**config.mk**
```make
export PLATFORM = sky130hd
export DESIGN_NAME = ref_freq_mon
export DESIGN_NICKNAME = d
export VERILOG_FILES = /design/src/rtl/ref_freq_mon_pkg.sv /design/src/rtl/ref_edge_sync.sv /design/src/rtl/gate_timer.sv /design/src/rtl/gate_edge_counter.sv /design/src/rtl/ref_freq_mon.sv
export SDC_FILE = /design/constraint.sdc
export NUM_CORES = 1
export LEC_CHECK = 0
export BUFFER_PORTS_ARGS = -buffer_cell sky130_fd_sc_hd__clkbuf_2
export CELL_PAD_IN_SITES_DETAIL_PLACEMENT = 1
export CELL_PAD_IN_SITES_GLOBAL_PLACEMENT = 2
export CORE_MARGIN = 2
export CORE_UTILIZATION = 42
export CTS_BUF_LIST = sky130_fd_sc_hd__clkbuf_4
export DETAILED_ROUTE_END_ITERATION = 6
export PLACE_DENSITY_LB_ADDON = 0.3
export SLEW_MARGIN = 25
export SYNTH_ARGS = -nofsm -noshare
export SYNTH_HDL_FRONTEND = slang
export SYNTH_SLANG_ARGS = --single-unit
```
**constraint.sdc**
```tcl
create_clock -name clk -period 4 [get_ports clk]
set_input_delay 0 -clock clk [delete_from_list [all_inputs] [get_ports clk]]
set_output_delay 0 -clock clk [all_outputs]
set_load 0.02 [all_outputs]
```
**src/rtl/ref_freq_mon_pkg.sv**
```systemverilog
package ref_freq_mon_pkg;

  // Tolerance in counts for a ppm limit: rounded down, at least one count.
  function automatic longint tol_counts(input longint nominal, input longint ppm);
    longint t;
    t = (nominal * ppm) / 64'sd1000000;
    if (t < 1) t = 1;
    return t;
  endfunction

  // Verdict for one closed gate: 1 when the count leaves the window or is zero.
  function automatic logic window_miss(input longint count, input longint nominal,
                                       input longint tol);
    if (count == 0) return 1'b1;
    if (count < nominal - tol) return 1'b1;
    if (count > nominal + tol) return 1'b1;
    return 1'b0;
  endfunction

endpackage

```
**src/rtl/ref_edge_sync.sv**
```systemverilog
module ref_edge_sync (
  input  logic clk,
  input  logic rst_n,
  input  logic ref_async,
  output logic rise
);
  logic meta_q, sync_q, prev_q;

  always_ff @(posedge clk or negedge rst_n) begin
    if (!rst_n) begin
      meta_q <= 1'b0;
      sync_q <= 1'b0;
      prev_q <= 1'b0;
    end else begin
      meta_q <= ref_async;
      sync_q <= meta_q;
      prev_q <= sync_q;
    end
  end

  assign rise = sync_q & ~prev_q;
endmodule

```
**src/rtl/gate_timer.sv**
```systemverilog
module gate_timer #(
  parameter int GATE_CYCLES = 4000,
  localparam int GATE_W = (GATE_CYCLES > 1) ? $clog2(GATE_CYCLES) : 1
) (
  input  logic clk,
  input  logic rst_n,
  output logic gate_end
);
  localparam logic [GATE_W-1:0] LAST = GATE_W'(GATE_CYCLES - 1);
  logic [GATE_W-1:0] phase_q;

  always_ff @(posedge clk or negedge rst_n) begin
    if (!rst_n)          phase_q <= '0;
    else if (gate_end)   phase_q <= '0;
    else                 phase_q <= phase_q + 1'b1;
  end

  assign gate_end = (phase_q == LAST);
endmodule

```
**src/rtl/gate_edge_counter.sv**
```systemverilog
module gate_edge_counter
  import ref_freq_mon_pkg::*;
#(
  parameter int CNT_W         = 12,
  parameter int NOMINAL_COUNT = 1000,
  parameter int PPM_LIMIT     = 12
) (
  input  logic             clk,
  input  logic             rst_n,
  input  logic             rise,
  input  logic             gate_end,
  output logic [CNT_W-1:0] count,
  output logic             alarm
);
  localparam longint TOL = tol_counts(longint'(NOMINAL_COUNT), longint'(PPM_LIMIT));
  localparam logic [CNT_W-1:0] CNT_MAX = '1;

  logic [CNT_W-1:0] total;

  // Edge seen on the closing cycle still belongs to the closing gate.
  always_comb begin
    if (rise && count != CNT_MAX) total = count + 1'b1;
    else                          total = count;
  end

  always_ff @(posedge clk or negedge rst_n) begin
    if (!rst_n) begin
      count <= '0;
      alarm <= 1'b0;
    end else if (gate_end) begin
      count <= '0;
      alarm <= window_miss(longint'(total), longint'(NOMINAL_COUNT), TOL);
    end else begin
      count <= total;
    end
  end
endmodule

```
**src/rtl/ref_freq_mon.sv**
```systemverilog
module ref_freq_mon #(
  parameter int NUM_REFS      = 2,
  parameter int GATE_CYCLES   = 250_000_000,
  parameter int NOMINAL_COUNT = 38_880_000,
  parameter int PPM_LIMIT     = 12,
  localparam int CNT_W        = $clog2(GATE_CYCLES + 1)
) (
  input  logic                clk,
  input  logic                rst_n,
  input  logic [NUM_REFS-1:0] ref_in,
  output logic [NUM_REFS-1:0] alarm
);
  logic                           gate_end;
  logic [NUM_REFS-1:0]            rise_vec;
  logic [NUM_REFS-1:0][CNT_W-1:0] ref_count;

  gate_timer #(.GATE_CYCLES(GATE_CYCLES)) timer_i (
    .clk(clk), .rst_n(rst_n), .gate_end(gate_end)
  );

  for (genvar g = 0; g < NUM_REFS; g++) begin : g_ref
    ref_edge_sync sync_i (
      .clk(clk), .rst_n(rst_n), .ref_async(ref_in[g]), .rise(rise_vec[g])
    );
    gate_edge_counter #(
      .CNT_W(CNT_W), .NOMINAL_COUNT(NOMINAL_COUNT), .PPM_LIMIT(PPM_LIMIT)
    ) cnt_i (
      .clk(clk), .rst_n(rst_n), .rise(rise_vec[g]), .gate_end(gate_end),
      .count(ref_count[g]), .alarm(alarm[g])
    );
  end
endmodule

```
After elaboration in Yosys (flattened, before gate mapping)

Cells that the tools add are included.

Register bits after elaboration: 92
Logic and storage cells: 64

Eq/ne operators: 3
Mux-type cells: 35
Reduce and logical (&&, ||, !) cells: 4
$add $sub $neg: 3
$lt $le $gt $ge: 4
Bitwise operators: 4

Operator list:

| kind                    | count |
|---|---|
| $mux W28                | 5 |
| $add A28 B1 Y28 const B | 3 |
| $gt A28 B26 Y1 const B  | 2 |
| $logic_not A28 Y1       | 2 |
| $lt A28 B26 Y1 const B  | 2 |
| $ne A28 B28 Y1 const B  | 2 |
| $mux W1                 | 30 |
| $eq A28 B28 Y1 const B  | 1 |
| $and A1 B1 Y1           | 2 |
| $logic_and A1 B1 Y1     | 2 |
| $not A1 Y1              | 2 |

Depth between registers and ports, before layout

Gate-level depths: netlist (run 1).

Depth after elaboration: 15
Depth in mapped cells: 12

Cells and area by module

A second synthesis (run 1) with hierarchy kept.

Cells, all modules: 664
Area, all modules: 5880.6 µm²

Modules (own cells, without submodules):

| module            | cells each | times used | sequential area each (µm²) | area an instance (µm²) |
|---|---|---|---|---|
| gate_edge_counter | 254        | 2          | 725.7                      | 2115.8 |
| gate_timer        | 148        | 1          | 700.7                      | 1471.4 |
| ref_edge_sync     | 4          | 2          | 75.1                       | 88.8 |

Least setup slack after synthesis (run 1)

Ideal clock, no wire load.

Kind: reg2reg
Start: register g_ref[0].cnt_i.count[0]
End: register g_ref[0].cnt_i.alarm
Slack: 969 ps
Clock period less this slack: 3031 ps
Cell stages (with the launch flop): 12
Required time: 3881 ps
Path buffers: 1
Arrival time: 2912 ps
Path through: dfrtp_1 ha_1 nand3_1 nor4_2 a21o_1 buf_2 mux2_2 or3_1 o31a_1 a221o_1 o21a_1 o21ba_1

Longest elaborated chain between the ends: 11

Ends and longest elaborated chain:

| what                                                                    | RTL line                | RTL |
|---|---|---|
| start, declared                                                         | gate_edge_counter.sv:12 | `output logic [CNT_W-1:0] count,` |
| start signal, assigned                                                  | gate_edge_counter.sv:34 | `count <= total;` |
| parallel branches: the longest is 2 deep, another holds $add A28 B1 Y28 | n/a                     |  |
| $mux W28 *                                                              | gate_edge_counter.sv:22 | `if (rise && count != CNT_MAX) total = count + 1'b1;` |
| $gt A28 B26 Y1                                                          | ref_freq_mon_pkg.sv:16  | `if (count > nominal + tol) return 1'b1;` |
| $mux W1 (2 in series)                                                   | ref_freq_mon_pkg.sv:16  |  |
| $mux W1                                                                 | ref_freq_mon_pkg.sv:15  | `if (count < nominal - tol) return 1'b1;` |
| $mux W1                                                                 | gate_edge_counter.sv:30 | `end else if (gate_end) begin` |
| $mux W1                                                                 | ref_freq_mon_pkg.sv:17  | `return 1'b0;` |
| $mux W1                                                                 | ref_freq_mon_pkg.sv:16  |  |
| $mux W1 *                                                               | ref_freq_mon_pkg.sv:15  |  |
| end signal, assigned                                                    | gate_edge_counter.sv:32 | `alarm <= window_miss(longint'(total), longint'(NOMINAL_COUNT), TOL);` |
| end, declared                                                           | gate_edge_counter.sv:13 | `output logic alarm` |

Mark *: on every way between the ends. The select of a mux whose other input is x is not followed.
A chain may end at the register's enable or synchronous reset.

Worst setup path after layout (run 1)

Start: register g_ref[1].cnt_i.count[1]
End: register g_ref[1].cnt_i.alarm

Longest elaborated chain between the ends: 11

Ends and longest elaborated chain:

| what                                                                    | RTL line |
|---|---|
| start, declared                                                         | gate_edge_counter.sv:12 |
| start signal, assigned                                                  | gate_edge_counter.sv:34 |
| parallel branches: the longest is 2 deep, another holds $add A28 B1 Y28 | n/a |
| $mux W28 *                                                              | gate_edge_counter.sv:22 |
| $gt A28 B26 Y1                                                          | ref_freq_mon_pkg.sv:16 |
| $mux W1 (2 in series)                                                   | ref_freq_mon_pkg.sv:16 |
| $mux W1                                                                 | ref_freq_mon_pkg.sv:15 |
| $mux W1                                                                 | gate_edge_counter.sv:30 |
| $mux W1                                                                 | ref_freq_mon_pkg.sv:17 |
| $mux W1                                                                 | ref_freq_mon_pkg.sv:16 |
| $mux W1 *                                                               | ref_freq_mon_pkg.sv:15 |
| end signal, assigned                                                    | gate_edge_counter.sv:32 |
| end, declared                                                           | gate_edge_counter.sv:13 |

Marked as above.

==> flow_summary.toml, run 1 <==
[critical_path]
worstSetupPathType = "reg -> reg"
cp_max_fo = 12
cp_slowest_stage_delay_ns = 0.52
r2r_start = "g_ref[1].cnt_i.count[1]"
reg2reg_depth = 11
reg2reg_to = "g_ref[1].cnt_i.alarm"
crit_chain = "ha_2 -> nand3_1 -> nor4_2 -> buf_4 -> nand4_2 -> nor4_2 -> o2bb2ai_1 -> o211ai_1 -> or3_1 -> o21a_1 -> o211ai_1"
slowest_stage = "dfrtp_1"
worst_path_dominant_cell_family = "simple AND/OR/NAND/NOR gates"
crit_path_end_kind = "register"
arrival_ns = 3.91
worstPathBufferInverterCount = 1
regToRegSetupSlack_ns = 0.46
timing.critical_path.from_type = "register"
critical_path_required_ns = 4.37

[timing]
hold_ws_ns = 0.09986
max_slew_margin_pct = 41.79
period_needed_ns = 3.538
tightest_slew_ns = 0.8512
slew_viol_final = 0
period_share_pct = 88.45
hold_viol = 0
rsz0062_at_grt = "false"
fmax_ghz = 0.2826
setup_viol = 0
fin_skew_ns = 0.02396
setup_tns_ns = 0

[die]
die_h_um = 123.1
fp-row-count = 43
num_io_pins = 6
initial_core_util_pct = 42.93
die_area_sq_mm = 0.01516
die_x_um = 123.1
core_area_sq_mm = 0.01388

[drt]
drtPass1Iterations = 4
wl_per_cell_um = 18.56
wirelength_um = 15980
vias = 5131
drc = 0
postRouteAntennaNets = 0
drt-initial-drc-count = 272
via_per_inst = 5.959

[global_routing]
grt_pass1_wl_um = 26850
grt_remaining_overflow = 0
antenna_found_initial = 1
grt_pass1_vias = 5254
grt_use_total_pct = 22.39
grtUsageMet3_pct = 3.828
grt_use_met1_pct = 31.20
grtUsageMet2_pct = 35.68
grt_max_degree = 76
grt-busiest-layer = "met2"

[synth]
post_synth.cell_area_avg_sq_um = 8.662
synth.area.top_cells = "dfrtp_1 39%, xnor2_1 6.9%, nor2_1 6.4%"
synth_edf_count = 0
synth_top_cell_by_area = "dfrtp_1"
synthesis.area_sq_mm = 0.005959
synth-async-reset-ratio_pct = 100.0
synth_fp_nets = 695
netlist.area_leader.share_pct = 38.63
ys.flop_type = "dfrtp_1"
yosysUniqueCellTypes = 69
ys_warn_count = 0
ys_ff_latch = 92
ys_seq_area_share_pct = 38.63
synth_cells = 688

[clock_tree]
cts_root_buf = "clkbuf_4"
ctsHtreeMaxLevel = 3
cts.clk_slew.worst_paths_ns = 0.17
cts_tree = "yes"
clock_path_buffers = 2
numCtsBuffers = 9
clkLatencyLatePin_ns = 0.47
cts_setup_buffers = 0
cts.sinks = 92

[pwr]
clockPowerShare_pct = 29.0
irDropWorstVdd_v = 0.0002654
power.density_mw_per_mm2 = 333.2
internal_power_w = 0.001415
power_frac_seq_pct = 52.6
power.switching_w = 0.0006817
power_w = 0.002096
pwr-share-comb_pct = 18.4
p_sw_share_pct = 32.52
p_leak_nw = 2.503

[place]
numPlacedInstances = 841
portBuffers = 5
place.gp.congestion = 0.9047
hpwlAfterDp_um = 11550

[layout]
syn_to_final_growth_pct = 5.585
final_net_count = 682
drive_above_1_share_pct = 6.912
stdcell_count = 861
final_util_pct = 45.33
final_cell_mix = "102 x nor2_1, 92 x dfrtp_1, 53 x nand2_1"
final_common_cell = "nor2_1"

[run]
max_cap_viol_count = 0

[worst_hold_path]
hold_class = "in -> async"

[outcome]
status = "finished clean"
-- sequential cells by signal (all words and copies together) (netlist names) --
name                 count
g_ref.cnt_i.count       56
g_ref.cnt_i.alarm        2
g_ref.sync_i.sync_q      2
timer_i.phase_q         28
g_ref.sync_i.meta_q      2
g_ref.sync_i.prev_q      2
-- routing by layer --
| layer | routed length (um) | up-vias |
|---|---|---|
| met2 | 7513 | 73 |
| met5 | 0 | - |
| met3 | 410 | 21 |
| met4 | 263 | 0 |
| li1 | - | 2460 |
| met1 | 7789 | 2577 |
-- stage by stage --
step           area (sq um)  worst slack [ns]
5_1_grt                6292            0.1415
2_1_floorplan          5959            0.9693
3_5_place_dp           6088            0.4303
6_report               6292            0.4619
3_3_place_gp           6088            0.6122
4_1_cts                6286            0.3611
-- layout make-up --
type / count / area (sq um)
Tap cell: 180 / 225.2
Sequential cell: 92 / 2302
Multi-Input combinational cell: 545 / 3436
Fill cell: 1652 / 7589
Timing Repair Buffer: 16 / 117.6
Inverter: 11 / 41.29
Clock buffer: 11 / 82.58
Antenna cell: 1 / 2.502
Clock inverter: 5 / 85.08
-- Yosys cell counts, types with 8 or more instances --
master    number
a211oi_1       8
a21oi_1       20
and2_1         9
and3_1        14
and4_1         9
clkbuf_1      26
dfrtp_1       92
inv_1         11
nand2_1       53
nand2b_1       8
nand3_1       42
nand4_1       30
nor2_1       102
nor2b_1       11
nor3_1        21
nor4_1        11
o211ai_1       8
o21ai_0       19
or3_1          8
xnor2_1       47
xor2_1        31
-- power by group through the flow --
| stage | registers (W) | clock network, W | logic [W] |
|---|---|---|---|
| floorplan | 0.00105 | 0 | 0.000335 |
| global placement | 0.00111 | 0 | 0.000370 |
| detailed placement | 0.00112 | 0 | 0.000379 |
| CTS | 0.00110 | 0.000634 | 0.000384 |
| global route | 0.00111 | 0.000669 | 0.000442 |
| finish | 0.00110 | 0.000608 | 0.000387 |
-- worst register-to-register path: cells and delay by family (launching register included) --
family / cells / cell delay, ns
AOI/OAI and AO/OA: 4 / 0.74
DFF: 1 / 0.52
and+or+nand+nor: 5 / 1.60
adders and majority gates: 1 / 0.37
buffers and inverters: 1 / 0.19
-- kinds of logic after synthesis --
| logic type | after synthesis | share of synthesized area (%) |
|---|---|---|
| flops | 92 | 38.63 |
| buf+inv | 51 | 3.863 |
| mux | 8 | 1.428 |
| xor+xnor | 78 | 11.46 |
| simple gates | 351 | 31.43 |
| fa+ha+maj | 3 | 0.6299 |
| compound gates | 105 | 12.56 |
-- what timing repair did --
item / in CTS / in global routing
gates resized for setup: 0 / 1
hold endpoints to repair: 60 / 0
hold buffers: 3 / 0
endpoints found under the setup margin: 0 / 1
-- worst max-delay path by stage --
stage,start,endpoint,cells past startpoint
after detailed placement,g_ref[1].cnt_i.count[1],g_ref[1].cnt_i.alarm,11
after floorplan,g_ref[0].cnt_i.count[0],g_ref[0].cnt_i.alarm,11
final,g_ref[1].cnt_i.count[1],g_ref[1].cnt_i.alarm,11
after CTS,g_ref[1].cnt_i.count[1],g_ref[1].cnt_i.alarm,11
after global routing,g_ref[1].cnt_i.count[1],g_ref[1].cnt_i.alarm,11
after global placement,g_ref[1].cnt_i.count[1],g_ref[1].cnt_i.alarm,11
(Power assumes the default switching activity.)
==> run 2, diff against run 1 <==
PLACE_DENSITY_LB_ADDON = 0.1   (was 0.3)
==> flow_summary.toml, run 2 (synthesis results as in run 1) <==
[outcome]
status = "finished clean"

[die]
die_h_um = 123.1
die_x_um = 123.1
num_io_pins = 6
fp-row-count = 43
die_area_sq_mm = 0.01516
core_area_sq_mm = 0.01388
initial_core_util_pct = 42.93

[critical_path]
cp_max_fo = 12
arrival_ns = 3.94
worstPathBufferInverterCount = 0
timing.critical_path.from_type = "register"
reg2reg_depth = 9
crit_chain = "ha_1 -> nand3_1 -> or4_1 -> nor3_1 -> xnor2_1 -> nand3_1 -> or3_1 -> o221ai_1 -> o211ai_1"
regToRegSetupSlack_ns = 0.42
cp_slowest_stage_delay_ns = 0.76
slowest_stage = "or4_1"
critPathLaunch = "g_ref[1].cnt_i.count[1]"
worst_path_dominant_cell_family = "simple AND/OR/NAND/NOR gates"
reg2reg_to = "g_ref[1].cnt_i.alarm"
r2r_start = "g_ref[1].cnt_i.count[1]"
worstSetupPathType = "reg -> reg"
crit_top_cell = "nand3_1"
critical_path_required_ns = 4.36
crit_path_end_kind = "register"

[place]
portBuffers = 5
place_ws_ns = 0.4732
hpwlAfterDp_um = 11690
place.gp.congestion = 0.8521

[drt]
wirelength_um = 15880
drt-initial-drc-count = 294
drc = 0
vias = 5046
drtPass1Iterations = 4
wl_per_cell_um = 18.42
via_per_inst = 5.854
postRouteAntennaNets = 0

[global_routing]
grtUsageMet2_pct = 36.44
grt_use_total_pct = 22.85
antenna_found_initial = 0
grtUsageMet3_pct = 3.321
grt_use_met1_pct = 32.14
grt_pass1_vias = 5303
grt_pass1_wl_um = 27400
grt_remaining_overflow = 0
grt-busiest-layer = "met2"
grt_max_degree = 60

[layout]
final_common_cell = "nor2_1"
top_regs = "g_ref.cnt_i.count: 56 flops, timer_i.phase_q: 28 flops"
largest-register = "g_ref.cnt_i.count"
final_net_count = 684
syn_to_final_growth_pct = 5.270
largest_reg_flops = 56
final_util_pct = 45.20
drive_above_1_share_pct = 6.891
final_cell_mix = "102 x nor2_1, 92 x dfrtp_1, 53 x nand2_1"
antennaDiodeCount = 0

[clock_tree]
clkLatencyLatePin_ns = 0.48
cts_tree = "yes"
cts.sinks = 92
clock_path_buffers = 2
cts_root_buf = "clkbuf_4"
cts.clk_slew.worst_paths_ns = 0.16
ctsHtreeMaxLevel = 3
numCtsBuffers = 9

[timing]
period_share_pct = 89.59
setup_tns_ns = 0
slew_viol_final = 0
fin_skew_ns = 0.01825
setup_viol = 0
period_needed_ns = 3.584
rsz0062_at_grt = "false"
fmax_ghz = 0.2790
hold_viol = 0
max_slew_margin_pct = 42.68
setup_slack_ns = 0.4164
tightest_slew_ns = 0.8381
hold_ws_ns = 0.1364

[pwr]
power.density_mw_per_mm2 = 324.9
irDropWorstVdd_v = 0.0002313
p_leak_nw = 2.503

[run]
max_cap_viol_count = 0

[worst_hold_path]
hold_class = "in -> async"
-- run 2: cell count changes in the layout (fill, tap and decap cells not counted), sizes merged --
cell | before | now
buf | 9 | 11
diode | 1 | 0
clkinv | 1 | 3
inv | 12 | 13
bufinv | 2 | 1
clkbuf | 15 | 13
-- run 2: how the worst max path moves through the flow --
stage,depth (start not counted),end,slack [ns]
floorplan,11,g_ref[0].cnt_i.alarm,0.97
global route,10,g_ref[1].cnt_i.alarm,0.11
detailed placement,9,g_ref[1].cnt_i.alarm,0.47
CTS,9,g_ref[1].cnt_i.alarm,0.43
finish,9,g_ref[1].cnt_i.alarm,0.42
global placement,10,g_ref[1].cnt_i.alarm,0.65
-- run 2: what timing repair did --
action	in CTS	in global routing
endpoints found under the setup margin	0	0
hold endpoints to repair	60	0
resized for setup	0	0
hold buffers	3	0
buffers inserted	0	0
-- run 2: metrics by stage --
stage          total power (W)  area, sq um  std cells
2_1_floorplan         0.001380         5959        688
3_3_place_gp          0.001487         6103        843
3_5_place_dp          0.001495         6103        843
4_1_cts               0.002052         6274        862
5_1_grt               0.002157         6274        862
6_report              0.002038         6274        862
-- run 2: per-layer routing --
metal  share of wire, %  wire length [um]
met4                1.3               213
met2                 47              7415
met1                 50              7884
met5                  0                 0
met3                2.3               362
-- run 2: final cells by class --
cell class              count  area (sq um)
multi-input cells         545          3432
well taps                 180         225.2
inverters                  11         41.29
repair buffers             18         132.6
clock buffers               9         67.56
clock inverters             7         72.57
flip-flops and latches     92          2302
fillers                  1660          7607
-- run 2: where the power goes --
group          switching (W)  internal, W
clock network       0.000357     0.000193
logic               0.000230     0.000155
registers           0.000118     0.000985
-- run 2: worst reg2reg max path: stages, from the launching register on --
cell,delay (ns)
dfrtp_1,0.51
ha_1,0.44
nand3_1,0.29
or4_1,0.76
nor3_1,0.28
xnor2_1,0.22
nand3_1,0.18
or3_1,0.46
o221ai_1,0.20
o211ai_1,0.11
==> run 3, diff against run 2 <==
CORE_UTILIZATION = 45   (was 42)
clock period = 4.5 ns   (was 4 ns; I/O delays follow)
==> flow_summary.toml, run 3 (synthesis results as in run 1) <==
[timing]
fmax_ghz = 0.2573
slew_viol_final = 0
tightest_slew_ns = 0.9811
setup_tns_ns = 0
setup_slack_ns = 0.6138
period_needed_ns = 3.886
period_share_pct = 86.36
hold_ws_ns = 0.1715
fin_skew_ns = 0.01745
setup_viol = 0
rsz0062_at_grt = "false"
hold_viol = 0
max_slew_margin_pct = 34.59

[critical_path]
slowest_stage = "nor4_2"
critical_path_required_ns = 4.90
worstSetupPathType = "reg -> reg"
timing.critical_path.from_type = "register"
crit_path_end_kind = "register"
cp_slowest_stage_delay_ns = 0.77
crit_chain = "ha_1 -> nand3_1 -> nor4_2 -> nand4_2 -> nor4_2 -> o2bb2ai_1 -> o211ai_1 -> or3_1 -> o21a_1 -> o211ai_1"
cp_max_fo = 12
arrival_ns = 4.29

[pwr]
irDropWorstVdd_v = 0.0001930
power_frac_seq_pct = 51.2
pwr-share-comb_pct = 17.9
p_leak_nw = 2.500
clockPowerShare_pct = 30.9
internal_power_w = 0.001302
power_w = 0.001912
p_sw_share_pct = 31.90
power.density_mw_per_mm2 = 304.3
power.switching_w = 0.0006099

[drt]
vias = 5096
wirelength_um = 15800
drc = 0
via_per_inst = 5.974
postRouteAntennaNets = 0
wl_per_cell_um = 18.52
drtPass1Iterations = 5
drt-initial-drc-count = 215

[die]
core_area_sq_mm = 0.01309
fp-row-count = 42
num_io_pins = 6
die_area_sq_mm = 0.01418
initial_core_util_pct = 45.54
die_h_um = 119.1
die_x_um = 119.1

[global_routing]
grt_pass1_vias = 5361
grt-busiest-layer = "met2"
grtUsageMet2_pct = 37.97
grt_remaining_overflow = 0
grtUsageMet3_pct = 4.454
grt_max_degree = 76
grt_use_met1_pct = 32.28
grt_use_total_pct = 23.69
grt_pass1_wl_um = 27010
antenna_found_initial = 1

[layout]
largest-register = "g_ref.cnt_i.count"
syn_to_final_growth_pct = 5.438
final_cell_area_sq_mm = 0.006284
num-fill-cells = 1532
largest_reg_flops = 56
final_common_cell = "nor2_1"
final_net_count = 679
top_regs = "g_ref.cnt_i.count: 56 flops, timer_i.phase_q: 28 flops"
final_cell_mix = "102 x nor2_1, 92 x dfrtp_1, 53 x nand2_1"
drive_above_1_share_pct = 5.917

[run]
max_cap_viol_count = 0

[clock_tree]
ctsHtreeMaxLevel = 3
numCtsBuffers = 9
cts_root_buf = "clkbuf_4"
cts_setup_buffers = 0
clock_path_buffers = 2
clkLatencyLatePin_ns = 0.49
cts.sinks = 92
cts_tree = "yes"
cts.clk_slew.worst_paths_ns = 0.14

[place]
place.gp.congestion = 0.8853
post_dp_cell_area_sq_mm = 0.006046
hpwlAfterDp_um = 11320
place_ws_ns = 0.7057
portBuffers = 5

[worst_hold_path]
hold_class = "in -> reg"

[outcome]
status = "finished clean"
==> run 3: cell count changes in the layout (fill, tap and decap cells not counted), sizes merged, moves of 2 or more <==
cell,before,now
bufinv,1,3
clkinv,3,1
buf,11,4
dlygate4sd3,3,5
==> run 3: path summary, 6_finish.rpt <==
kind / from / endpoint / slack [ns] / cells after the start
max in group asynchronous: rst_n / g_ref[1].cnt_i.count[2] / 2.74 / 4
hold reg to reg: g_ref[0].sync_i.meta_q / g_ref[0].sync_i.sync_q / 0.37 / 0
min in group asynchronous: rst_n / g_ref[1].cnt_i.count[21] / 0.55 / 3
hold / removal: ref_in[1] / g_ref[1].sync_i.meta_q / 0.17 / 2
setup reg to reg: g_ref[1].cnt_i.count[1] / g_ref[1].cnt_i.alarm / 0.61 / 10
setup / recovery: g_ref[1].cnt_i.count[1] / g_ref[1].cnt_i.alarm / 0.61 / 10
==> run 3: layer usage <==
metal,wire [um],vias to the layer above
met4,281,0
met5,0,-
met3,460,27
met2,7422,76
met1,7635,2545
li1,-,2448
==> run 3: final cells by class <==
type | count | area (sq um) | share of cell area, %
diodes | 1 | 2.502 | 0.03982
clock buffers | 10 | 75.07 | 1.195
clock inverters | 5 | 110.1 | 1.752
inverters | 11 | 41.29 | 0.6571
multi-input cells | 545 | 3432 | 54.62
flip-flops and latches | 92 | 2302 | 36.64
well taps | 176 | 220.2 | 3.505
repair buffers | 13 | 100.1 | 1.593
==> run 3: repair_timing <==
action / CTS / global route
hold endpoints to repair: 40 / 0
gates resized for setup: 0 / 0
hold buffers: 5 / 0
==> run 3: power by group through the flow <==
stage | logic [W] | registers (W) | clock network [W]
after detailed placement | 0.000337 | 0.000993 | 0
final | 0.000343 | 0.000979 | 0.000590
after global placement | 0.000328 | 0.000985 | 0
after floorplan | 0.000298 | 0.000929 | 0
after global routing | 0.000387 | 0.000994 | 0.000637
after CTS | 0.000343 | 0.000976 | 0.000616
==> run 3: through the flow <==
step	std cells	util [%]
finish	853	48.02
detailed placement	832	46.20
global placement	832	46.20
CTS	852	48.00
global route	853	48.02
floorplan	688	-
==> run 3: critical path, delay by kind of cell (launching register included) <==
kind / cells / cell delay (ns)
adder cells (fa/ha/maj): 1 / 0.46
AO/OA/AOI/OAI: 4 / 0.68
AND/OR/NAND/NOR: 5 / 2.12
flip-flops: 1 / 0.53
